File: config.mk
export PLATFORM = sky130hd
export DESIGN_NAME = dac_serial_port
export DESIGN_NICKNAME = d
export VERILOG_FILES = /design/src/rtl/dacsif_pkg.sv /design/src/rtl/dacsif_sync.sv /design/src/rtl/dacsif_rx.sv /design/src/rtl/dacsif_regs.sv /design/src/rtl/dacsif_seg.sv /design/src/rtl/dac_serial_port.sv
export SDC_FILE = /design/constraint.sdc
export NUM_CORES = 1
export LEC_CHECK = 0
export ABC_AREA = 0
export BUFFER_PORTS_ARGS = -buffer_cell sky130_fd_sc_hd__buf_2
export CAP_MARGIN = 0
export CELL_PAD_IN_SITES_DETAIL_PLACEMENT = 1
export CELL_PAD_IN_SITES_GLOBAL_PLACEMENT = 2
export CORE_ASPECT_RATIO = 1.25
export CORE_MARGIN = 1
export CORE_UTILIZATION = 40
export DETAILED_ROUTE_END_ITERATION = 10
export PLACE_DENSITY = 0.83
export SYNTH_ARGS = -nofsm -noshare
export SYNTH_HDL_FRONTEND = slang
export SYNTH_SLANG_ARGS = --single-unit
File: constraint.sdc
create_clock -name clk -period 4.65 [get_ports clk]
set_input_delay 0.2325 -clock clk [delete_from_list [all_inputs] [get_ports clk]]
set_output_delay 0.2325 -clock clk [all_outputs]
set_load 0.05 [all_outputs]
File: src/rtl/dacsif_pkg.sv
package dacsif_pkg;
   localparam int ADDR_W = 3;

   typedef enum logic [ADDR_W-1:0] {
      A_NOP  = 3'd0,
      A_CODE = 3'd1,
      A_CTRL = 3'd2,
      A_CLR  = 3'd3,
      A_SOFT = 3'd4
   } reg_addr_e;

   // bit positions inside the software control action word
   localparam int SOFT_LOAD_BIT = 1;
   localparam int SOFT_RST_BIT  = 2;
endpackage

File: src/rtl/dacsif_sync.sv
module dacsif_sync #(
   parameter int   STAGES  = 2,
   parameter logic RST_VAL = 1'b0
) (
   input  logic clk,
   input  logic rst_n,
   input  logic d,
   output logic q
);
   generate
      if (STAGES == 0) begin : g_bypass
         assign q = d;
      end else begin : g_chain
         logic [STAGES-1:0] chain;
         always_ff @(posedge clk or negedge rst_n) begin
            if (!rst_n) chain <= {STAGES{RST_VAL}};
            else if (STAGES == 1) chain <= d;
            else chain <= {chain[STAGES-2:0], d};
         end
         assign q = chain[STAGES-1];
      end
   endgenerate
endmodule

File: src/rtl/dacsif_rx.sv
module dacsif_rx #(
   parameter int FRAME_W = 24,
   localparam int CNT_W  = $clog2(FRAME_W + 2)
) (
   input  logic               clk,
   input  logic               rst_n,
   input  logic               frame_s,
   input  logic               sclk_s,
   input  logic               sdi_s,
   input  logic [FRAME_W-1:0] load_word,
   output logic [FRAME_W-1:0] word,
   output logic               done,
   output logic               sdo
);
   localparam logic [CNT_W-1:0] CNT_FULL = CNT_W'(FRAME_W);
   localparam logic [CNT_W-1:0] CNT_SAT  = CNT_W'(FRAME_W + 1);

   logic               sclk_q, frame_q;
   logic [CNT_W-1:0]   cnt;
   logic [FRAME_W-1:0] rx, tx;
   logic               sck_rise, sck_fall, frm_fall, frm_rise;

   assign sck_rise = sclk_s & ~sclk_q;
   assign sck_fall = ~sclk_s & sclk_q;
   assign frm_fall = frame_q & ~frame_s;
   assign frm_rise = ~frame_q & frame_s;

   always_ff @(posedge clk or negedge rst_n) begin
      if (!rst_n) begin
         sclk_q  <= 1'b0;
         frame_q <= 1'b1;
         cnt     <= '0;
         rx      <= '0;
         tx      <= '0;
         done    <= 1'b0;
      end else begin
         sclk_q  <= sclk_s;
         frame_q <= frame_s;
         done    <= 1'b0;
         if (frm_fall) begin
            cnt <= '0;
            tx  <= load_word;
         end else if (frm_rise) begin
            tx   <= '0;
            done <= (cnt == CNT_FULL);
         end else if (!frame_s) begin
            if (sck_rise) begin
               rx <= {rx[FRAME_W-2:0], sdi_s};
               if (cnt != CNT_SAT) cnt <= cnt + 1'b1;
            end
            if (sck_fall) tx <= {tx[FRAME_W-2:0], 1'b0};
         end
      end
   end

   assign word = rx;
   assign sdo  = tx[FRAME_W-1];
endmodule

File: src/rtl/dacsif_regs.sv
module dacsif_regs
   import dacsif_pkg::*;
#(
   parameter int DATA_W  = 20,
   parameter int CODE_W  = 18,
   localparam int FRAME_W = 1 + ADDR_W + DATA_W,
   localparam int PAD_W   = DATA_W - CODE_W
) (
   input  logic               clk,
   input  logic               rst_n,
   input  logic               exec,
   input  logic [FRAME_W-1:0] word,
   output logic [CODE_W-1:0]  code,
   output logic [FRAME_W-1:0] rd_word
);
   logic              rd;
   logic [ADDR_W-1:0] addr;
   logic [DATA_W-1:0] data;
   logic [CODE_W-1:0] code_r;
   logic [DATA_W-1:0] ctrl_r, clr_r;
   logic [FRAME_W-1:0] rb_r;

   assign rd   = word[FRAME_W-1];
   assign addr = word[FRAME_W-2 -: ADDR_W];
   assign data = word[DATA_W-1:0];

   always_ff @(posedge clk or negedge rst_n) begin
      if (!rst_n) begin
         code_r <= '0;
         ctrl_r <= '0;
         clr_r  <= '0;
         rb_r   <= '0;
      end else if (exec) begin
         rb_r <= '0;
         if (!rd) begin
            case (addr)
               A_CODE: code_r <= data[DATA_W-1 -: CODE_W];
               A_CTRL: ctrl_r <= data;
               A_CLR:  clr_r  <= data;
               A_SOFT: begin
                  if (data[SOFT_RST_BIT]) begin
                     code_r <= '0;
                     ctrl_r <= '0;
                     clr_r  <= '0;
                  end else if (data[SOFT_LOAD_BIT]) begin
                     code_r <= clr_r[DATA_W-1 -: CODE_W];
                  end
               end
               default: ;
            endcase
         end else begin
            case (addr)
               A_CODE:  rb_r <= {1'b1, addr, code_r, {PAD_W{1'b0}}};
               A_CTRL:  rb_r <= {1'b1, addr, ctrl_r};
               A_CLR:   rb_r <= {1'b1, addr, clr_r};
               default: ;
            endcase
         end
      end
   end

   assign code    = code_r;
   assign rd_word = rb_r;
endmodule

File: src/rtl/dacsif_seg.sv
module dacsif_seg #(
   parameter int CODE_W   = 18,
   parameter int SEG_BITS = 6,
   localparam int SEG_N    = (2 ** SEG_BITS) - 1,
   localparam int LADDER_W = CODE_W - SEG_BITS
) (
   input  logic [CODE_W-1:0]   code,
   output logic [SEG_N-1:0]    therm,
   output logic [LADDER_W-1:0] ladder
);
   logic [SEG_BITS-1:0] top;
   assign top = code[CODE_W-1 -: SEG_BITS];

   generate
      for (genvar i = 0; i < SEG_N; i++) begin : g_seg
         assign therm[i] = (top > SEG_BITS'(i));
      end
   endgenerate

   assign ladder = code[LADDER_W-1:0];
endmodule

File: src/rtl/dac_serial_port.sv
module dac_serial_port
   import dacsif_pkg::*;
#(
   parameter int DATA_W      = 20,
   parameter int CODE_W      = 18,
   parameter int SEG_BITS    = 6,
   parameter int SYNC_STAGES = 2,
   localparam int FRAME_W  = 1 + ADDR_W + DATA_W,
   localparam int SEG_N    = (2 ** SEG_BITS) - 1,
   localparam int LADDER_W = CODE_W - SEG_BITS
) (
   input  logic                clk,
   input  logic                rst_n,
   input  logic                frame_n,
   input  logic                sclk,
   input  logic                sdi,
   output logic                sdo,
   output logic [SEG_N-1:0]    seg_en,
   output logic [LADDER_W-1:0] ladder_sw
);
   generate
      if (CODE_W >= DATA_W || SEG_BITS >= CODE_W || SEG_BITS < 1 || SYNC_STAGES < 0) begin : g_bad_cfg
         $error("dac_serial_port: illegal width or stage configuration");
      end
   endgenerate

   logic               frame_s, sclk_s, sdi_s;
   logic               done;
   logic [FRAME_W-1:0] word, rd_word;
   logic [CODE_W-1:0]  code;

   dacsif_sync #(.STAGES(SYNC_STAGES), .RST_VAL(1'b1)) u_sync_frame (
      .clk(clk), .rst_n(rst_n), .d(frame_n), .q(frame_s));
   dacsif_sync #(.STAGES(SYNC_STAGES), .RST_VAL(1'b0)) u_sync_sclk (
      .clk(clk), .rst_n(rst_n), .d(sclk), .q(sclk_s));
   dacsif_sync #(.STAGES(SYNC_STAGES), .RST_VAL(1'b0)) u_sync_sdi (
      .clk(clk), .rst_n(rst_n), .d(sdi), .q(sdi_s));

   dacsif_rx #(.FRAME_W(FRAME_W)) u_rx (
      .clk(clk), .rst_n(rst_n), .frame_s(frame_s), .sclk_s(sclk_s),
      .sdi_s(sdi_s), .load_word(rd_word), .word(word), .done(done), .sdo(sdo));

   dacsif_regs #(.DATA_W(DATA_W), .CODE_W(CODE_W)) u_regs (
      .clk(clk), .rst_n(rst_n), .exec(done), .word(word),
      .code(code), .rd_word(rd_word));

   dacsif_seg #(.CODE_W(CODE_W), .SEG_BITS(SEG_BITS)) u_seg (
      .code(code), .therm(seg_en), .ladder(ladder_sw));
endmodule

# --- Word level (Yosys, flattened, before mapping) ---
# Cells that the tools add are included.
totals:
  ff_bits: 144
  word_cells: 130
  input_bits: 5
op_classes:
  n_addsub: 1
  eq_ne: 11
  magnitude_cmp: 63
  mux: 19
  n_reduce_logical: 12
  bitwise_logic: 11
op_table:
  columns: ["operator", "count"]
  rows:
  - ["6-bit > comparator (second input constant)", 31]
  - ["24-bit two-way mux", 5]
  - ["6-bit by 5-bit > comparator with 1-bit output (second input constant)", 16]
  - ["20-bit case mux with 2 select lines", 2]
  - ["24-bit case mux with 3 select lines", 1]
  - ["6-bit by 4-bit > comparator with 1-bit output (second input constant)", 8]
  - ["18-bit two-way mux", 2]
  - ["18-bit case mux with 2 select lines", 1]
  - ["5-bit two-way mux", 5]
  - ["6-bit by 3-bit > comparator with 1-bit output (second input constant)", 4]
  - ["20-bit two-way mux", 1]
  - ["4-bit AND reduction", 5]
  - ["6-bit by 1-bit > comparator with 1-bit output (second input constant)", 2]
  - ["6-bit by 2-bit > comparator with 1-bit output (second input constant)", 2]
  - ["2-bit nonzero test", 5]
  - ["1-bit NOT", 7]
  - ["3-bit by 2-bit == test with 1-bit output (second input constant)", 2]
  - ["5-bit by 1-bit adder with 5-bit output (second input constant)", 1]
  - ["5-bit == test (second input constant)", 1]
  - ["5-bit != test (second input constant)", 1]
  - ["1-bit bitwise AND", 4]
  - ["2-bit by 1-bit != test with 1-bit output (second input constant)", 2]
  - ["3-bit by 1-bit == test with 1-bit output (second input constant)", 1]
  - ["3-bit == test (second input constant)", 1]
  - ["6 further kinds", 7]

# --- Logic depth before layout (Yosys ltp) ---
# Gate-level depths: netlist (run 1).
logic_depth:
  depth_word: 6
  ltp_mapped: 7
  ltp_nobuf: 6

# --- Hierarchy ---
# A second synthesis (run 1) with hierarchy kept.
unflattened:
  hier_cells: 701
  area_unflattened_um2: 7265.7
modules_own_cells:
  columns: ["module", "area_each_um2", "seq_area_each_um2", "cells_per_inst", "instances"]
  rows:
  - ["dacsif_regs", 3759.9, 2052.0, 384, 1]
  - ["dacsif_rx", 2627.5, 1402.6, 190, 1]
  - ["dacsif_seg", 725.7, 0.0, 121, 1]
  - ["dacsif_sync (u_sync_sclk ...)", 50.0, 50.0, 2, 2]
  - ["dacsif_sync (u_sync_frame)", 52.6, 52.6, 2, 1]

# --- Worst setup path before layout (run 1) ---
# Ideal clock, no wire load.
synth_path:
  path_kind: "register to output"
  startpoint: "register u_regs.code_r[14], in the netlist u_regs.code[14]"
  endpoint: "output seg_en[46]"
  n_path_buf: 2
  t_arrival_ns: 2.185
  path_slack_ns: 2.232
  stages_incl_launch_ff: 5
  required_time_ns: 4.418
  path_cell_list: "dfrtp_1 clkbuf_1 clkbuf_1 nand4_1 a21boi_0"
synth_between:
  elab_chain_len: 1
synth_lines:
  columns: ["item", "line_no", "source"]
  rows:
  - ["start: declaration", "dacsif_regs.sv:19", "logic [CODE_W-1:0] code_r;"]
  - ["start signal: assignment", "dacsif_regs.sv:37", "A_CODE: code_r <= data[DATA_W-1 -: CODE_W];"]
  - ["start signal: assignment", "dacsif_regs.sv:46", "code_r <= clr_r[DATA_W-1 -: CODE_W];"]
  - ["6-bit > comparator", "dacsif_seg.sv:16", "assign therm[i] = (top > SEG_BITS'(i));"]
  - ["end: declaration", "dac_serial_port.sv:18", "output logic [SEG_N-1:0] seg_en,"]
# Every way passes these cells.

# --- Worst setup path in the final report (run 1) ---
layout_path:
  startpoint: "register u_regs.code_r[17], in the netlist u_regs.code[17]"
  endpoint: "output seg_en[60]"
# The elaborated chain is that of the path after synthesis.

==> run metrics, run 1 <==
Avg WL per Cell=between 15 and 20 µm; DR WL met2=around 9400 µm; vias in the first global route=around 5,800; Yosys reg bits=144; register area=between 3000 and 4000 µm²; Synth Instances=a little over 700; Clock transition at path regs=around 0.060 ns; via count=between 5,000 and 6,000; critical path cell sequence=nand2_1 -> inv_1 -> nand2_1 -> nor2_1 -> buf_2; clk sink count=144; initial antenna violation count=0; IO Pins=81; port buffer count=80; Core Area=roughly 17,000 µm²; area leader, netlist=dfrtp_1; pre-CTS setup slack=2.086 ns; number of flops mapped to enable cells by yosys=0; CTS root buf=clkbuf_16; max frequency=roughly 0.34 GHz; Max Used Layer=met4; Post-Syn Area per Cell=roughly 10 µm²; clk_lat worst skew=around 0.43 ns; synth top area cells=dfrtp_1 51%, nand2_1 6.4%, mux2_2 5.0%, o21ai_0 3.9%, a21oi_1 3.6%; GRT Overall Usage=approximately 22%; fin util=between 40% and 50%; share of the synthesized area in the top cell type=a little over 50%; Yosys warning count=0; Slew Limit Headroom=16.02%; Crit path required time=around 4.4 ns; Crit path arrival time=2.68 ns; # rows=53; area of the multi-input gates=~2800 µm²; skew final=just under 0.007 ns; setup ws final=about 1.7 ns; worst vdd ir=approximately 0.24 mV; Initial Util=41.05%; diodes inserted=0; Buf/Inv on CP=2; Leak=between 3 and 4 nW; Vias/cell=~5.3; synthesized cell area=between 6000 and 7000 µm²; share of post-route cells with drive strength above 1=22.05%; Metal-1 WL=just under 8000 µm; final hold vios=0; gr ovfl total=0; unrepaired setup endpoints after global routing=false; initial DRC count=340; CTS tree=built; Final nets=769; Post-Route WL=~18,000 µm; crit path launch type=flip-flop; sequential share of the synthesized area=between 50% and 60%; Die ar.=around 18,000 µm²; pwr/cell area=roughly 380 nW/µm²; final setup TNS=0 ns; outcome=complete, no violations; Finish-stage setup viols=0; Worst Path Max Fanout=35; CTS Buf Count=17; Area Overhead vs Synth=15.02%; critical path's top delay family=flip-flops; Net Count, Synth=roughly 720; DR DRC count=0; Slew Viols, Final=0; met3 routed WL=between 400 and 500 µm; Final Cycle Share=between 60% and 70%; ys async rst share=100.0%; Hold Crit Class=flip-flop to flip-flop; Max stage delay on crit path=1.00 ns; Crit-path slowest cell=dfrtp_1; largest net degree at the start of global routing=88; ANT nets after route=0; Pre-antenna DRT Iters=4; Die Y=roughly 150 µm; Die Wd=between 100 and 150 µm; Main synth FF type=dfrtp_1; Final HPWL DP=11,630 µm; Slew @ Worst Pin=1.260 ns; crit end category=primary output; cell mode on critical path=nand2_1; gp weighted congestion=about 0.76; H-Tree Depth=4; Tmin final=2.912 ns; Synth cell types=47; Fillers=a little under 2,000; maximum buffer depth of the clock tree=2; first-pass GRT wire length=roughly 30,000 µm; MaxCap Viol Count=0; Crit Path Category=flip-flop to primary output
-- stage by stage --
step / hold slack [ns] / total power, W / std cells / area, µm²
3_5_place_dp: 0.3387 / 0.001630 / 955 / 7305
4_1_cts: 0.3536 / 0.003027 / 991 / 7953
2_1_floorplan: -0.06309 / 0.001538 / 712 / 6914
5_1_grt: 0.3533 / 0.003110 / 991 / 7953
6_report: 0.3536 / 0.002999 / 991 / 7953
3_3_place_gp: 0.3381 / 0.001610 / 955 / 7305
-- report_power, final --
| part | switching (W) | total (W) | internal [W] |
|---|---|---|---|
| Clock | 0.000540 | 0.00139 | 0.000849 |
| Combinational | 0.000132 | 0.000213 | 0.0000807 |
| Sequential | 0.0000659 | 0.00140 | 0.00133 |
| Total | 0.000738 | 0.00300 | 0.00226 |
-- final timing paths --
path / endpoint / depth (start not counted) / slack, ns / from
min: u_sync_sdi.g_chain.chain[1]$_DFF_PN0_ / 0 / 0.35 / u_sync_sdi.g_chain.chain[0]$_DFF_PN0_
max reg2reg: u_regs.code[17]$_DFFE_PN0P_ / 4 / 2.10 / u_rx.word[20]$_DFFE_PN0P_
max in group asynchronous: u_regs.rd_word[0]$_DFFE_PN0P_ / 3 / 2.91 / rst_n
min in group asynchronous: u_rx.tx[23]$_DFFE_PN0P_ / 2 / 0.45 / rst_n
max: seg_en[60] / 5 / 1.74 / u_regs.code[17]$_DFFE_PN0P_
min reg2reg: u_sync_sdi.g_chain.chain[1]$_DFF_PN0_ / 0 / 0.35 / u_sync_sdi.g_chain.chain[0]$_DFF_PN0_
-- state kept, by name, summed over array words and instances, names as in the netlist --
name and flops:
u_rx.sclk_q 1, u_rx.word 24, u_regs.rd_word 24, u_sync_frame.g_chain.chain 2
u_regs.clr_r 20, u_rx.cnt 5, u_regs.ctrl_r 20, u_rx.tx 24
u_regs.code 18, u_sync_sdi.g_chain.chain 2, u_sync_sclk.g_chain.chain 2, u_rx.done 1
u_rx.frame_q 1
-- per-layer routing --
layer | vias to the layer above | track usage, %
met3 | 21 | 3.937
met2 | 78 | 38.61
met4 | 0 | 6.563
met1 | 2684 | 27.04
li1 | 2496 | -
met5 | - | 0
-- timing repair --
action / CTS / global route
hold endpoints to repair: 86 / 0
setup buffers: 0 / 0
hold buffers: 4 / 0
gates resized for setup: 0 / 0
-- cell usage in the layout (no fill, tap or decap), types with 2 or more instances in the layout --
master	instances
o22ai_1	21
buf_4	8
inv_1	34
a211o_1	2
nand3b_1	2
nor2_1	64
and2_1	4
clkinvlp_4	3
clkbuf_16	17
o21bai_1	9
nand4_1	3
o311ai_0	2
ha_1	6
dfstp_2	3
a22oi_1	24
nand4bb_1	2
or2_2	2
clkinv_4	2
dfrtp_1	141
a21o_1	4
bufinv_16	2
o21a_1	2
a21boi_0	9
inv_6	2
dlygate4sd3_1	4
clkinv_2	2
nand3_1	5
clkbuf_8	4
nor2b_1	3
mux2_4	8
o21ai_0	54
mux2i_1	24
nand2_1	118
nand2b_1	5
buf_2	79
mux2_2	31
o31a_1	2
a21oi_1	49
-- logic make-up (layout without fill, tap and decap cells) --
logic type	count (synthesis)	after routing	synth area share, %
compound gates	184	184	15.92
buf+inv	100	159	7.148
fa+ha+maj	6	6	1.086
simple gates	215	215	13.41
flops	144	144	52.17
mux	63	63	10.26
-- synthesized netlist by cell type, drive strengths merged (2+ instances only) --
cell and count:
a22oi 24, a211o 2, o31a 2, nand4 3
nor3b 2, nand3 5, dfstp 3, o311ai 2
mux2i 24, buf 31, clkbuf 34, nand2 118
nand4bb 2, and2 4, or2 2, dfrtp 141
nand3b 2, nand2b 5, o21ai 55, a21o 4
o21bai 9, o22ai 21, mux2 39, o21a 2
ha 6, nor2b 3, nor2 64, a21oi 50
inv 35, a21boi 9
-- area by class of cell --
class	instances	share of cell area (%)
clock buffer	21	6.042
clock inverter	11	1.605
inverter	35	1.652
multi-input combinational	468	35.51
sequential	144	45.36
tap	220	3.461
timing repair buffer	92	6.372
Note: power is estimated with default switching activity, not from simulation.
==> run 2: changes to the inputs <==
--- a/config.mk
+++ b/config.mk
@@ -12,9 +12,9 @@
 export CELL_PAD_IN_SITES_GLOBAL_PLACEMENT = 2
 export CORE_ASPECT_RATIO = 1.25
 export CORE_MARGIN = 1
-export CORE_UTILIZATION = 40
+export CORE_UTILIZATION = 33
 export DETAILED_ROUTE_END_ITERATION = 10
-export PLACE_DENSITY = 0.83
+export PLACE_DENSITY = 0.73
 export SYNTH_ARGS = -nofsm -noshare
 export SYNTH_HDL_FRONTEND = slang
 export SYNTH_SLANG_ARGS = --single-unit
==> constraint.sdc (replaced) <==
create_clock -name clk -period 2.6 [get_ports clk]
set_input_delay 0.13 -clock clk [delete_from_list [all_inputs] [get_ports clk]]
set_output_delay 0.13 -clock clk [all_outputs]
set_load 0.05 [all_outputs]
==> run metrics, run 2 (synthesis gave the netlist of run 1 again) <==
gp weighted congestion=0.7598 (-0.54%); Crit-path slowest cell=o21ai_0; unrepaired setup endpoints after global routing=false; final instance area=8124 µm² (+2.2%); diodes inserted=0 (unchanged); Placed Area=7507 µm² (+2.8%); post-CTS setup buffer count=0 (unchanged); Finish-stage setup viols=0 (unchanged); Die ar.=21,540 µm² (+21%); Die Wd=131.5 µm (+9.9%); initial antenna violation count=0 (unchanged); reg2reg setup slack=0.68 ns (-1.42 ns); Max stage delay on crit path=0.60 ns (-0.40 ns); commonest non-fill, non-tap cells in the layout=141 x dfrtp_1, 118 x nand2_1, 79 x buf_2; Post-Route WL=18,530 µm (+3.4%); met3 GRT Util=3.364% (-0.57 points); Slew Limit Headroom=58.75% (+43 points); Pre-antenna DRT Iters=4 (unchanged); Vias/cell=4.988 (-6.4%); DR DRC count=0 (unchanged); crit end category=primary output; skew final=0.01278 ns (+0.005910 ns); initial DRC count=204 (-40%); Crit Path Category=flip-flop to primary output; Clock transition at path regs=0.07 ns (about the same); GR peak layer=met2; crit path launch type=flip-flop; clk_lat worst skew=0.43 ns (about the same); Core Area=20,320 µm² (+21%); met2 Use GR=32.44% (-6.2 points); commonest non-fill, non-tap cell in the layout=dfrtp_1; via count=5,277 (-0.038%); outcome=complete, no violations; clk sink count=144 (unchanged); Avg WL per Cell=17.52 µm (-3.2%); Area Overhead vs Synth=17.50%; met1 Resource Use GR=22.20% (-4.8 points); Hold Buf Count CTS=4 (unchanged); Crit. Startpoint=u_regs.code[13]$_DFFE_PN0P_; Slew @ Worst Pin=0.6123 ns (-0.6474 ns); Final HPWL DP=12,860 µm (+11%); Die Y=163.8 µm (+10%); gr ovfl total=0 (unchanged); largest net degree at the start of global routing=63 (-28%); IO Pins=81 (unchanged); H-Tree Depth=4 (unchanged); GRT Overall Usage=18.24% (-3.6 points); FF-to-FF path depth=5 (+1); CTS Buf Count=17 (unchanged); final setup TNS=0 ns (unchanged); pwr/cell area=649.4 nW/µm² (+72%); MaxCap Viol Count=0 (unchanged); CTS root buf=clkbuf_16; share of post-route cells with drive strength above 1=23.73% (+1.7 points); port buffer count=80 (unchanged); ANT nets after route=0 (unchanged); Crit path arrival time=2.23 ns (-0.45 ns); Worst Path Max Fanout=15 (-57%); Final Cycle Share=approximately nine tenths; Initial Util=34.03% (-7.0 points); max frequency=roughly 0.42 GHz; vias in the first global route=5,761 (-0.28%); maximum buffer depth of the clock tree=2 (unchanged); Hold Crit Class=primary input to async pin; critical path cell sequence=o21ai_0 -> a21oi_1 -> or2_2 -> buf_2; # resized after CTS=0 (unchanged); RR Startpoint=u_sync_frame.g_chain.chain[1]$_DFF_PN1_; Leak=3.876 nW (+1.8%); first-pass GRT wire length=30,790 µm (+1.9%); Worst R2R End=u_rx.word[17]$_DFFE_PN0P_; # rows=58 (+9.4%); Final nets=786 (+2.2%); worst vdd ir=0.4828 mV (+100%); final hold vios=0 (unchanged); Crit path required time=2.47 ns (-1.95 ns); Tmin final=2.363 ns; Fillers=2,359 (+21%); Slew Viols, Final=0 (unchanged); Worst Setup EP=seg_en[20]; CTS tree=built
run 2: cell types whose count changed in the layout (fill, tap and decap cells not counted):
cell,previous run,this run
buf_12,0,1
clkbuf_8,4,0
bufinv_16,2,1
clkinvlp_4,3,2
clkinv_4,2,5
buf_4,8,24
clkinv_2,2,1
inv_6,2,4
inv_8,0,2
run 2: per-layer routing:
| layer | routed length, µm | vias to the layer above | share of wire (%) |
|---|---|---|---|
| met4 | 343 | 0 | 1.9 |
| met2 | 9394 | 81 | 51 |
| met3 | 483 | 28 | 2.6 |
| met5 | 0 | - | 0 |
| li1 | - | 2524 | - |
| met1 | 8314 | 2644 | 45 |
run 2: stage by stage:
stage	hold WS [ns]	utilization, %	power [W]	std cells	worst slack, ns
after detailed placement	0.1624	36.95	0.002928	1022	0.6736
final	0.2689	39.98	0.005276	1058	0.2366
after CTS	0.2834	39.98	0.005355	1058	0.2164
after global routing	0.3218	39.98	0.005498	1058	0.003286
after floorplan	-0.1656	-	0.002751	712	0.2850
after global placement	0.1483	36.95	0.002900	1022	0.6714
run 2: how the worst min path moves through the flow:
| stage | from | to | slack [ns] | cells past startpoint |
|---|---|---|---|---|
| floorplan | rst_n | u_regs.clr_r[0]$_DFFE_PN0P_ | -0.17 | 0 |
| CTS | rst_n | u_rx.tx[1]$_DFFE_PN0P_ | 0.28 | 2 |
| finish | rst_n | u_rx.tx[10]$_DFFE_PN0P_ | 0.27 | 2 |
| global placement | rst_n | u_rx.tx[23]$_DFFE_PN0P_ | 0.15 | 1 |
| global route | rst_n | u_rx.tx[9]$_DFFE_PN0P_ | 0.32 | 2 |
| detailed placement | rst_n | u_rx.tx[1]$_DFFE_PN0P_ | 0.16 | 1 |
run 2: final cells by class:
| type | instances | area [µm²] | area share (%) |
|---|---|---|---|
| Clock buffer | 17 | 425.4 | 5.236 |
| Clock inverter | 15 | 151.4 | 1.864 |
| Inverter | 35 | 131.4 | 1.617 |
| Multi-Input combinational cell | 468 | 2824 | 34.76 |
| Sequential cell | 144 | 3607 | 44.40 |
| Tap cell | 270 | 337.8 | 4.158 |
| Timing Repair Buffer | 109 | 646.9 | 7.962 |
run 2: critical path: cells and delay by family, from the launching register on:
family | cells | cell delay, ns
compound gates | 2 | 0.73
simple gates | 1 | 0.29
buf+inv | 1 | 0.21
flops | 1 | 0.58
run 2: power by group:
part	switching (W)	total, W	leakage, nW	internal [W]
clock	0.00105	0.00239	0.279	0.00135
sequential	0.000119	0.00250	1.93	0.00238
combinational	0.000236	0.000384	1.66	0.000149
total	0.00140	0.00528	3.88	0.00387
==> run 3: changes to the inputs <==
--- a/config.mk
+++ b/config.mk
@@ -15,6 +15,7 @@
 export CORE_UTILIZATION = 33
 export DETAILED_ROUTE_END_ITERATION = 10
 export PLACE_DENSITY = 0.73
+export SETUP_SLACK_MARGIN = 0.3
 export SYNTH_ARGS = -nofsm -noshare
 export SYNTH_HDL_FRONTEND = slang
 export SYNTH_SLANG_ARGS = --single-unit
==> run metrics, run 3 (synthesis gave the netlist of run 1 again) <==
commonest non-fill, non-tap cell in the layout=dfrtp_1; IO Pins=81 (unchanged); Worst Setup EP=seg_en[20]; Post-Route WL=18,120 µm (-2.2%); Crit Path Category=flip-flop to primary output; gp weighted congestion=0.7117 (-6.3%); pre-CTS setup slack=0.6132 ns (-0.06041 ns); initial antenna violation count=0 (unchanged); Non-Filler Instances=1,055 (-0.28%); outcome=complete, no violations; Initial Util=34.03% (unchanged); pwr/cell area=664.4 nW/µm² (+2.3%); Hold Crit Class=primary input to async pin; total power=0.005432 W (+3.0%); final setup TNS=0 ns (unchanged); GRT Overall Usage=17.73% (-0.51 points); DR DRC count=0 (unchanged); Vias/cell=5.029 (+0.84%); skew final=0.006974 ns (-0.005805 ns); reg2reg setup slack=0.62 ns (-0.06 ns); Slew @ Worst Pin=0.5810 ns (-0.03126 ns); CTS root buf=clkbuf_16; initial DRC count=256 (+25%); Crit. Startpoint=u_regs.code[12]$_DFFE_PN0P_; Worst Path Max Fanout=11 (-4); Worst R2R End=u_regs.rd_word[9]$_DFFE_PN0P_; Avg WL per Cell=17.18 µm (-1.9%); post-CTS setup buffer count=0 (unchanged); Area Overhead vs Synth=18.24%; Die Y=163.8 µm (unchanged); setup ws final=0.4624 ns (+0.2259 ns); clk sink count=144 (unchanged); via count=5,306 (+0.55%); unrepaired setup endpoints after global routing=false; Crit path arrival time=2.01 ns (-0.22 ns); fin util=40.23% (+0.25 points); clk_lat worst skew=0.42 ns (about the same); port buffer count=80 (unchanged); Die ar.=21,540 µm² (unchanged); largest net degree at the start of global routing=58 (-7.9%); MaxCap Viol Count=0 (unchanged); crit path launch type=flip-flop; Crit path required time=2.47 ns (about the same); share of post-route cells with drive strength above 1=24.20% (+0.47 points); first-pass GRT wire length=30,100 µm (-2.2%); RR Startpoint=u_rx.word[21]$_DFFE_PN0P_; Slew Limit Headroom=61.27% (+2.5 points); Slew Viols, Final=0 (unchanged); Final Cycle Share=82.21% (-8.7 points); Leak=3.886 nW (+0.25%); # rows=58 (unchanged); gr ovfl total=0 (unchanged); H-Tree Depth=4 (unchanged); Die Wd=131.5 µm (unchanged); CTS Buf Count=17 (unchanged); dpl cells=1,019 (-0.29%); worst vdd ir=0.4082 mV (-15%); Final nets=783 (-0.38%); max frequency=0.4678 GHz (+11%); crit end category=primary output; Pre-antenna DRT Iters=4 (unchanged); CTS tree=built; commonest non-fill, non-tap cells in the layout=137 x dfrtp_1, 117 x nand2_1, 79 x buf_2; Final HPWL DP=12,250 µm (-4.7%); maximum buffer depth of the clock tree=2 (unchanged); diodes inserted=0 (unchanged); FF-to-FF path depth=5 (unchanged); Finish-stage setup viols=0 (unchanged); vias in the first global route=5,679 (-1.4%); ANT nets after route=0 (unchanged); Core Area=20,320 µm² (unchanged); final hold vios=0 (unchanged); Tmin final=2.138 ns (-0.2259 ns); Clock transition at path regs=0.06 ns (about the same); Fillers=2,337 (-0.93%)
run 3: changes by cell type in the layout (fill, tap and decap cells not counted), moves of 2 or more:
cell and change:
buf_4 -4, inv_8 -2, dfrtp_1 -4, clkinv_4 -2, clkbuf_8 +3, dfrtp_2 +4, bufinv_16 +2, inv_6 -2
run 3: critical path, cell delays in order, from the launching register on:
cell	delay (ns)
dfrtp_1	0.53
o21ai_1	0.45
a21oi_1	0.11
or2_2	0.28
buf_2	0.21
run 3: stage by stage:
| step | hold slack, ns | instance area, µm² |
|---|---|---|
| floorplan | -0.1656 | 6914 |
| global placement | 0.1294 | 7497 |
| detailed placement | 0.1404 | 7497 |
| CTS | 0.2653 | 8163 |
| global route | 0.2705 | 8175 |
| finish | 0.2456 | 8175 |
run 3: where the power goes:
part | switching (W) | internal, W | leakage (nW)
logic | 0.000229 | 0.000148 | 1.66
clock network | 0.000961 | 0.00159 | 0.300
registers | 0.000121 | 0.00238 | 1.93
run 3: repair_timing:
item                       CTS  global route
hold endpoints to repair    58             0
hold buffers                 4             0
setup endpoints to repair    4            12
gates resized for setup      2             6
run 3: routing by layer:
metal  vias up  track usage, %  part of all wire (%)
met3        19           3.086                   2.6
met5         -               0                     0
li1       2535               -                     -
met4         0           5.180                   1.3
met1      2674           21.82                    45
met2        78           31.70                    51
run 3: final cells by class:
class	count	area, µm²	area share (%)
repair buffers	106	636.9	7.790
inverters	35	131.4	1.607
clock buffers	21	470.5	5.755
well taps	270	337.8	4.132
clock inverters	11	153.9	1.882
multi-input cells	468	2833	34.65
flip-flops and latches	144	3612	44.18
run 3: how the worst min path moves through the flow:
stage	cells past startpoint	slack, ns	to	from
6_report	2	0.25	u_rx.tx[8]$_DFFE_PN0P_	rst_n
4_1_cts	2	0.27	u_rx.tx[7]$_DFFE_PN0P_	rst_n
3_3_place_gp	1	0.13	u_rx.tx[6]$_DFFE_PN0P_	rst_n
3_5_place_dp	1	0.14	u_rx.tx[7]$_DFFE_PN0P_	rst_n
2_1_floorplan	0	-0.17	u_regs.clr_r[0]$_DFFE_PN0P_	rst_n
5_1_grt	2	0.27	u_rx.tx[8]$_DFFE_PN0P_	rst_n
